**src/rtl/nfp_pkg.sv**
```systemverilog
package nfp_pkg;
  typedef struct packed {
    logic wrEn;      // write the entry this cycle
    logic wrTarget;  // store the target of the addressed slot
    logic alloc;     // replace tag, clear all other direction bits
  } nfpStrobes_t;
endpackage

```
**src/rtl/nfp_ctrl.sv**
```systemverilog
module nfp_ctrl
  import nfp_pkg::*;
(
  input  logic        updValid,
  input  logic        updTaken,
  input  logic        updTagHit,
  output nfpStrobes_t strobes
);
  always_comb begin
    strobes.wrEn     = updValid && (updTaken || updTagHit);
    strobes.wrTarget = updValid && updTaken;
    strobes.alloc    = updValid && updTaken && !updTagHit;
  end
endmodule

```
**src/rtl/nfp_datapath.sv**
```systemverilog
module nfp_datapath
  import nfp_pkg::*;
#(
  parameter int ADDR_W     = 32,
  parameter int SLOTS      = 4,
  parameter int INST_BYTES = 4,
  parameter int SETS       = 16,
  parameter int TAG_W      = 8
) (
  input  logic                      clk,
  input  logic                      rstN,
  input  logic [ADDR_W-1:0]         fetchPc,
  input  logic [SLOTS-1:0]          predecodeMask,
  input  logic [ADDR_W-1:0]         updPc,
  input  logic                      updTaken,
  input  logic [ADDR_W-1:0]         updTarget,
  input  nfpStrobes_t               strobes,
  output logic                      updTagHit,
  output logic [ADDR_W-1:0]         nextPc,
  output logic                      takenValid,
  output logic [$clog2(SLOTS)-1:0]  takenSlot,
  output logic [SLOTS-1:0]          keepMask
);
  localparam int OFF_W      = $clog2(SLOTS);
  localparam int BYTE_OFF   = $clog2(INST_BYTES);
  localparam int LINE_LSB   = OFF_W + BYTE_OFF;
  localparam int IDX_W      = $clog2(SETS);
  localparam int LINE_BYTES = SLOTS * INST_BYTES;

  logic [TAG_W-1:0]  tagMem [SETS];
  logic [SLOTS-1:0]  dirMem [SETS];
  logic [ADDR_W-1:0] tgtMem [SETS][SLOTS];

  // fetch side fields
  logic [IDX_W-1:0] rdIdx;
  logic [TAG_W-1:0] rdTag;
  logic [OFF_W-1:0] rdOff;
  logic             rdHit;
  logic [SLOTS-1:0] qualMask;

  assign rdIdx = fetchPc[LINE_LSB +: IDX_W];
  assign rdTag = fetchPc[LINE_LSB+IDX_W +: TAG_W];
  assign rdOff = fetchPc[BYTE_OFF +: OFF_W];
  assign rdHit = (tagMem[rdIdx] == rdTag);

  genvar gs;
  generate
    for (gs = 0; gs < SLOTS; gs++) begin : g_qual
      assign qualMask[gs] = rdHit && dirMem[rdIdx][gs] && predecodeMask[gs]
                            && (OFF_W'(gs) >= rdOff);
    end
  endgenerate

  // priority scan: lowest qualifying slot
  always_comb begin
    takenValid = 1'b0;
    takenSlot  = '0;
    for (int s = SLOTS - 1; s >= 0; s--) begin
      if (qualMask[s]) begin
        takenValid = 1'b1;
        takenSlot  = OFF_W'(s);
      end
    end
  end

  logic [ADDR_W-1:0] lineBase;
  assign lineBase = {fetchPc[ADDR_W-1:LINE_LSB], {LINE_LSB{1'b0}}};

  always_comb begin
    if (takenValid) nextPc = tgtMem[rdIdx][takenSlot];
    else            nextPc = lineBase + ADDR_W'(LINE_BYTES);
  end

  generate
    for (gs = 0; gs < SLOTS; gs++) begin : g_keep
      assign keepMask[gs] = (OFF_W'(gs) >= rdOff) &&
                            (!takenValid || OFF_W'(gs) <= takenSlot);
    end
  endgenerate

  // update side fields
  logic [IDX_W-1:0] wrIdx;
  logic [TAG_W-1:0] wrTag;
  logic [OFF_W-1:0] wrSlot;
  logic             unusedUpd;

  assign wrIdx     = updPc[LINE_LSB +: IDX_W];
  assign wrTag     = updPc[LINE_LSB+IDX_W +: TAG_W];
  assign wrSlot    = updPc[BYTE_OFF +: OFF_W];
  assign updTagHit = (tagMem[wrIdx] == wrTag);
  assign unusedUpd = ^updPc;

  always_ff @(posedge clk) begin
    if (!rstN) begin
      for (int i = 0; i < SETS; i++) begin
        tagMem[i] <= '0;
        dirMem[i] <= '0;
      end
    end else if (strobes.wrEn) begin
      if (strobes.alloc) begin
        tagMem[wrIdx] <= wrTag;
        dirMem[wrIdx] <= SLOTS'(1) << wrSlot;
      end else begin
        dirMem[wrIdx][wrSlot] <= updTaken;
      end
    end
  end

  always_ff @(posedge clk) begin
    if (strobes.wrTarget) tgtMem[wrIdx][wrSlot] <= updTarget;
  end
endmodule

```
**src/rtl/line_next_fetch_pred.sv**
```systemverilog
module line_next_fetch_pred
  import nfp_pkg::*;
#(
  parameter int ADDR_W     = 32,
  parameter int SLOTS      = 4,
  parameter int INST_BYTES = 4,
  parameter int SETS       = 16,
  parameter int TAG_W      = 8
) (
  input  logic                      clk,
  input  logic                      rstN,
  input  logic [ADDR_W-1:0]         fetchPc,
  input  logic [SLOTS-1:0]          predecodeMask,
  input  logic                      updValid,
  input  logic [ADDR_W-1:0]         updPc,
  input  logic                      updTaken,
  input  logic [ADDR_W-1:0]         updTarget,
  output logic [ADDR_W-1:0]         nextPc,
  output logic                      takenValid,
  output logic [$clog2(SLOTS)-1:0]  takenSlot,
  output logic [SLOTS-1:0]          keepMask
);
  nfpStrobes_t strobes;
  logic        updTagHit;

  nfp_ctrl u_ctrl (
    .updValid  (updValid),
    .updTaken  (updTaken),
    .updTagHit (updTagHit),
    .strobes   (strobes)
  );

  nfp_datapath #(
    .ADDR_W(ADDR_W), .SLOTS(SLOTS), .INST_BYTES(INST_BYTES),
    .SETS(SETS), .TAG_W(TAG_W)
  ) u_dp (
    .clk           (clk),
    .rstN          (rstN),
    .fetchPc       (fetchPc),
    .predecodeMask (predecodeMask),
    .updPc         (updPc),
    .updTaken      (updTaken),
    .updTarget     (updTarget),
    .strobes       (strobes),
    .updTagHit     (updTagHit),
    .nextPc        (nextPc),
    .takenValid    (takenValid),
    .takenSlot     (takenSlot),
    .keepMask      (keepMask)
  );
endmodule

```
**config.mk**
```make
export PLATFORM = sky130hd
export DESIGN_NAME = line_next_fetch_pred
export DESIGN_NICKNAME = d
export VERILOG_FILES = /design/src/rtl/nfp_pkg.sv /design/src/rtl/nfp_ctrl.sv /design/src/rtl/nfp_datapath.sv /design/src/rtl/line_next_fetch_pred.sv
export SDC_FILE = /design/constraint.sdc
export NUM_CORES = 2
export LEC_CHECK = 0
export BUFFER_PORTS_ARGS = -buffer_cell sky130_fd_sc_hd__buf_2
export CAP_MARGIN = 10
export CORE_ASPECT_RATIO = 1.4
export CORE_MARGIN = 4
export CORE_UTILIZATION = 63
export DETAILED_ROUTE_END_ITERATION = 12
export PLACE_DENSITY = 0.76
export SLEW_MARGIN = 20
export SYNTH_ARGS = -nofsm -noshare
export SYNTH_HDL_FRONTEND = slang
export SYNTH_SLANG_ARGS = --single-unit
```
**constraint.sdc**
```tcl
create_clock -name clk -period 4.36 [get_ports clk]
set_clock_uncertainty 0.2 [all_clocks]
set_input_delay 0.436 -clock clk [delete_from_list [all_inputs] [get_ports clk]]
set_output_delay 0.436 -clock clk [all_outputs]
set_load 0.03 [all_outputs]
```
* After elaboration in Yosys (flattened, before gate mapping) *
Memories as Yosys holds them, arrays and structs flattened.
Cells that the tools add are included.

storage, ports and cells
  memories = 3
  RAM bits = 2240
  bits in read-only memories = 0
  register bits after elaboration = 0
  latch bits = 0
  output and inout port bits = 39
  word-level logic and storage cells = 93

cells by class
  bitwise operators = 6
  multiply operators = 0
  equal/unequal tests = 2
  reductions and logical operators = 30
  divide/modulo/power cells = 0
  add/subtract/negate cells = 1
  $lt $le $gt $ge = 13
  muxes and demuxes = 37
  shifts and indexed selects = 1

memory list
  memory       depth  width  rd ports  clocked after Yosys merged registers in  write ports  RTL line            RTL
  u_dp.tgtMem  16     128    1         0                                        1            nfp_datapath.sv:32  logic [ADDR_W-1:0] tgtMem [SETS][SLOTS];
  u_dp.tagMem  16     8      2         0                                        16           nfp_datapath.sv:30  logic [TAG_W-1:0] tagMem [SETS];
  u_dp.dirMem  16     4      1         0                                        16           nfp_datapath.sv:31  logic [SLOTS-1:0] dirMem [SETS];

operators with widths
  operator                                                       number
  2-to-1 mux 128 bit                                             1
  2-to-1 mux 32 bit                                              4
  binary-select mux 32 bit (select 2 bit)                        1
  demux 32 bit (select 2 bit)                                    1
  adder 32 x 5 -> 32 bit, second input constant                  1
  logical AND 1 bit                                              21
  2-to-1 mux 4 bit                                               5
  2-to-1 mux 1 bit                                               19
  == test 8 bit                                                  2
  2-to-1 mux 2 bit                                               4
  2-to-1 mux 8 bit                                               1
  OR reduction 8 bit                                             1
  >= comparator 3 bit, second input constant                     2
  NOT 2 -> 3 bit                                                 2
  logical OR 1 bit                                               5
  >= comparator 1 x 2 -> 1 bit, first input constant             2
  >= comparator 2 bit, first input constant                      2
  less-or-equal comparator 1 x 2 -> 1 bit, first input constant  2
  less-or-equal comparator 2 bit, first input constant           2
  bitwise OR 1 bit                                               4
  OR reduction 4 bit                                             1
  left shift 1 x 2 -> 4 bit, first input constant                1
  less-than comparator 2 x 3 -> 1 bit, second input constant     1
  less-than comparator 3 x 1 -> 1 bit, second input constant     1
  3 further kinds                                                4

* Depth between registers and ports, before layout *
An unclocked memory read counts as a cell.

  word-level depth = 14
  mapped depth = 15

* Hierarchy *
From an unflattened synthesis, not the netlist that was laid out.

second synthesis, totals
  cell total of the unflattened synthesis = 4081
  area total of the unflattened synthesis = 89164.3 µm²

modules (own cells, without submodules)
  module        seq. area each (µm²)  area each (µm²)  times used  cells each
  nfp_datapath  67264.5               89141.7          1           4078
  nfp_ctrl      0.0                   22.5             1           3

* Worst setup path after synthesis *
OpenSTA, ideal clock, no wires.

  path kind = input to output
  start = in fetchPc[4]
  end = out nextPc[0]
  arrival time = 3.470 ns
  stages on the path = 13
  slack = 0.254 ns
  required time = 3.724 ns
  path buffers = 6
  path through = buf_6 > buf_12 > buf_6 > buf_6 > nor2_1 > a221oi_1 > mux2_2 > nor4_1 > o211a_1 > buf_6 > buf_2 > nand3_1 > a311oi_1

between the ends
  longest elaborated chain between the ends = 14
  elaborated cells on any way between the ends = 29

ends and longest elaborated chain
  element                                               RTL line                    RTL
  from (decl)                                           line_next_fetch_pred.sv:12  input logic [ADDR_W-1:0] fetchPc,
  memory read (16 x 8 bit)                              n/a
  == test 8 bit                                         nfp_datapath.sv:44          assign rdHit = (tagMem[rdIdx] == rdTag);
  logical AND 1 bit (2 in a row)                        nfp_datapath.sv:49          assign qualMask[gs] = rdHit && dirMem[rdIdx][gs] && predecodeMask[gs]
  logical AND 1 bit                                     nfp_datapath.sv:50          && (OFF_W'(gs) >= rdOff);
  2-to-1 mux 2 bit (4 in a row)                         nfp_datapath.sv:59          if (qualMask[s]) begin
  NOT 2 -> 3 bit (implied by the code)                  nfp_datapath.sv:70          if (takenValid) nextPc = tgtMem[rdIdx][takenSlot];
  binary-select mux 32 bit (select 2 bit)               nfp_datapath.sv:70
  2-to-1 mux 32 bit (implied by the code) (2 in a row)  nfp_datapath.sv:70
  2-to-1 mux 32 bit *                                   nfp_datapath.sv:70
  to (decl)                                             line_next_fetch_pred.sv:18  output logic [ADDR_W-1:0] nextPc,

Every way passes the cells marked *; elsewhere a longest branch is shown, timed or not. The select of a mux whose other input is x is not followed.

==> metrics.csv <==
stage;metric;value;unit
run_status;outcome;complete, but fails checks;
run_status;failing checks;setup timing;
die;die height;454.1;µm
placement;GPL Wtd Cong;0.9723;
worst_setup_path;Reg2Reg Depth;9;
worst_setup_path;critical setup path kind;flip-flop to output pin;
yosys;synth warn;0;
yosys;main flop type after synthesis;edfxtp_1;
die;io pins;143;
routing;Avg WL per Cell;37.93;µm
worst_setup_path;Critical Path End Type;output pin;
sta;crit path time final;4.668;ns
worst_setup_path;WP data required;3.72;ns
global_routing;GRT Residual Overflow;0;
clock_network;Root Driver;clkbuf_16;
yosys;Syn Inst Count;3988;
power;overall power;44.04;mW
worst_setup_path;r2r setup slk;0.46;ns
die;starting density of the core;0.6344;
worst_setup_path;Worst EP arrival;4.03;ns
sta;crit share post-route;1.071;
routing;wire length on met1;80520;µm
sta;Worst Max-Slew Pin Slew;1.113;ns
worst_setup_path;Crit. Startpoint;u_dp.tagMem[15][4];
routing;via count;46300;
sta;Slew headroom;0.2561;
sta;final worst setup slack;-0.3080;ns
routing;Met2 Wirelength;120900;µm
clock_network;clock-pin slew on the worst setup and hold paths;0.06;ns
yosys;main area contributors after synthesis;edfxtp_1 (75%), mux4_2 (18%), and2_1 (0.92%), nor2_1 (0.70%), o21bai_1 (0.54%);
final_layout;Design Area, Final;101900;µm²
routing;DR top layer;met5;
flow_run;Max-Cap Viols;0;
final_layout;post-layout util;0.7223;
placement;port buffer count;122;
worst_setup_path;startpoint of the worst register-to-register path;u_dp.tagMem[3][2];
yosys;post-synthesis sequential area ratio;0.7512;
routing;residual DRC count;0;
die;Core Rows;163;
sta;Final Hold Fails;0;
yosys;Synth cell types;66;
placement;dpl hpwl;131300;µm
yosys;post-synth top area cell;edfxtp_1;
final_layout;share of layout cells above drive strength 1;0.3409;
worst_setup_path;RR Endpoint;u_dp.dirMem[7][3];
global_routing;vias in the first global route;46720;
global_routing;pin count of the biggest net entering global routing;121;
clock_network;Clock Sinks;2240;
yosys;Yosys top cell area share;0.7512;
yosys;register bit total from synthesis;2240;
worst_setup_path;CP Launch Type;flip-flop;
global_routing;first-pass GRT wire length;346400;µm
clock_network;TritonCTS clock tree;yes;
die;core area;141100;µm²
worst_setup_path;CP Max Fanout;7;
clock_network;CTS Buffer Depth;3;
sta;final setup fails;34;
power;PwrDens;432.0;nW/µm²
clock_network;Clk Latency, worst-skew pair;0.83;ns
die;die area;148300;µm²
final_layout;final net count;4498;
sta;RSZ-0062 raised after global routing;true;
power;LEAKAGE;32.14;nW
global_routing;initial antenna violation count;11;
power;maximum vdd drop;0.5001;mV
placement;Placed Area;94420;µm²
yosys;asr flop ratio synth;0;
yosys;syn_nets;4093;
routing;Final ANT Viol Nets;0;
clock_network;H-tree Lvls;4;
yosys;synthesized area;89540;µm²
worst_setup_path;crit path to;nextPc[9];
routing;Detailed Route Iter0 Violations;6855;
sta;fmax;214.2;MHz
final_layout;Layout fillers;7841;
worst_hold_path;Hold Crit Class;input port to flip-flop;
final_layout;Layout area overhead;13.85;%
routing;drt total wl;244900;µm
routing;met3 WL post-DR;28890;µm
yosys;Post-synth EDFFs;2240;
sta;fin. max-slew vios;0;
yosys;syn_area_per_cell;22.45;µm²
routing;1st-pass router iterations;7;
global_routing;Total GRT Usage;0.3354;
die;die width;326.6;µm
routing;vias per inst;7.171;
clock_network;CTS buffer count;193;
layer usage:
layer	vias to the layer above	GRT usage
met5	-	0.004543
met4	4	0.1588
met3	688	0.09297
met2	3746	0.5390
met1	24170	0.4334
li1	17690	-
placed cells by master (no fill, tap or decap), drive strengths merged, types with 5 or more instances in the layout:
| cell | Yosys | final |
|---|---|---|
| edfxtp | 2240 | 2240 |
| mux2 | 23 | 23 |
| buf | 146 | 416 |
| a211oi | 5 | 5 |
| a221oi | 7 | 7 |
| nor2 | 167 | 167 |
| clkinv | 0 | 80 |
| bufinv | 0 | 21 |
| dlygate4sd3 | 0 | 34 |
| nand3 | 54 | 54 |
| and3 | 22 | 22 |
| and2 | 133 | 133 |
| o21bai | 64 | 64 |
| o2111ai | 13 | 13 |
| xor2 | 14 | 14 |
| o21ai | 21 | 21 |
| diode | 0 | 7 |
| a21boi | 14 | 14 |
| o32a | 12 | 12 |
| a21oi | 15 | 15 |
| nand4 | 10 | 10 |
| o221ai | 6 | 6 |
| mux4 | 709 | 709 |
| clkbuf | 94 | 238 |
| nand2 | 41 | 41 |
| xnor2 | 28 | 28 |
| nor2b | 16 | 16 |
| a31oi | 6 | 6 |
| o22ai | 7 | 7 |
| inv | 21 | 25 |
| clkinvlp | 0 | 12 |
| mux2i | 39 | 39 |
| a21bo | 5 | 5 |
state kept, by name, summed over array words and instances, names as in the netlist:
name         count
u_dp.tagMem    128
u_dp.dirMem     64
u_dp.tgtMem   2048
cell type report:
cell class,instances,area (µm²),share of cell area
sequential,2240,67260,0.6599
multi-input combinational,1487,21840,0.2142
clock buffer,238,5105,0.05008
timing repair buffer,450,4065,0.03988
tap,1897,2374,0.02328
clock inverter,117,1190,0.01167
inverter,21,86.33,0.0008469
antenna,7,17.52,0.0001718
logic make-up after synthesis:
kind of cell | share of synthesized area
buf+inv | 0.01488
simple gates | 0.02624
flops | 0.7512
compound gates | 0.01777
mux | 0.1856
fa+ha+maj | 0.0001397
xor+xnor | 0.004108
cells in the mapped netlist, types with 6 or more instances:
master     count
a21oi_1       14
nor2_1       167
mux4_2       708
buf_1         28
edfxtp_1    2240
o21bai_1      64
o32a_1        12
mux2_2        23
o21ai_1       15
xor2_1        14
buf_6         16
mux2i_1       39
inv_1         20
a221oi_1       7
buf_2         70
clkbuf_1      94
nand4_1       10
xnor2_1       28
o22ai_1        7
and3_1        22
nand3_1       54
o2111ai_1     13
nor2b_1       16
and2_1       132
nand2_1       41
buf_4         30
o221ai_1       6
a21boi_0      11
what timing repair did:
item | CTS | global route
pin swaps | 15 | 17
hold endpoints to repair | 315 | 345
resized for setup | 132 | 34
setup buffers | 8 | 10
hold buffers | 21 | 13
gates cloned | 2 | 0
endpoints found under the setup margin | 36 | 36
worst max-delay path, stage by stage (launching register included):
cell	delay, ns
edfxtp_1	0.45
mux4_2	0.50
mux4_2	0.48
or2_1	0.26
a21oi_2	0.18
o211a_4	0.25
buf_4	0.15
buf_12	0.14
buf_6	0.11
and3_1	0.17
o32a_1	0.33
buf_6	0.18
report_power, final:
part	internal (mW)	switching (mW)
logic	1.16	1.76
registers	23.8	0.0531
clock network	9.58	7.67
total	34.6	9.48
how the worst min path moves through the flow:
stage | from | to | slack (ns) | cells after the start
after floorplan | updTarget[0] | u_dp.tgtMem[0][0] | 0.33 | 0
after global placement | updTarget[21] | u_dp.tgtMem[10][85] | 0.65 | 1
after detailed placement | updTarget[21] | u_dp.tgtMem[9][85] | 0.66 | 1
after CTS | updTarget[11] | u_dp.tgtMem[0][75] | 0.04 | 2
after global routing | updTarget[28] | u_dp.tgtMem[8][28] | 0.003 | 1
final | updTarget[28] | u_dp.tgtMem[8][28] | 0.02 | 1
metrics by stage:
step           worst slack, ns  std cells  setup TNS (ns)  hold WS, ns
2_1_floorplan           0.2539       3988               0       0.3349
3_3_place_gp         -0.005052       6042       -0.005052       0.6497
3_5_place_dp         -0.001221       6043       -0.001221       0.6618
4_1_cts                -0.2934       6428          -6.252      0.04484
5_1_grt                -0.3856       6452          -8.784     0.002775
6_report               -0.3080       6457          -6.581      0.02358
Power figures use the tool's default switching activity.
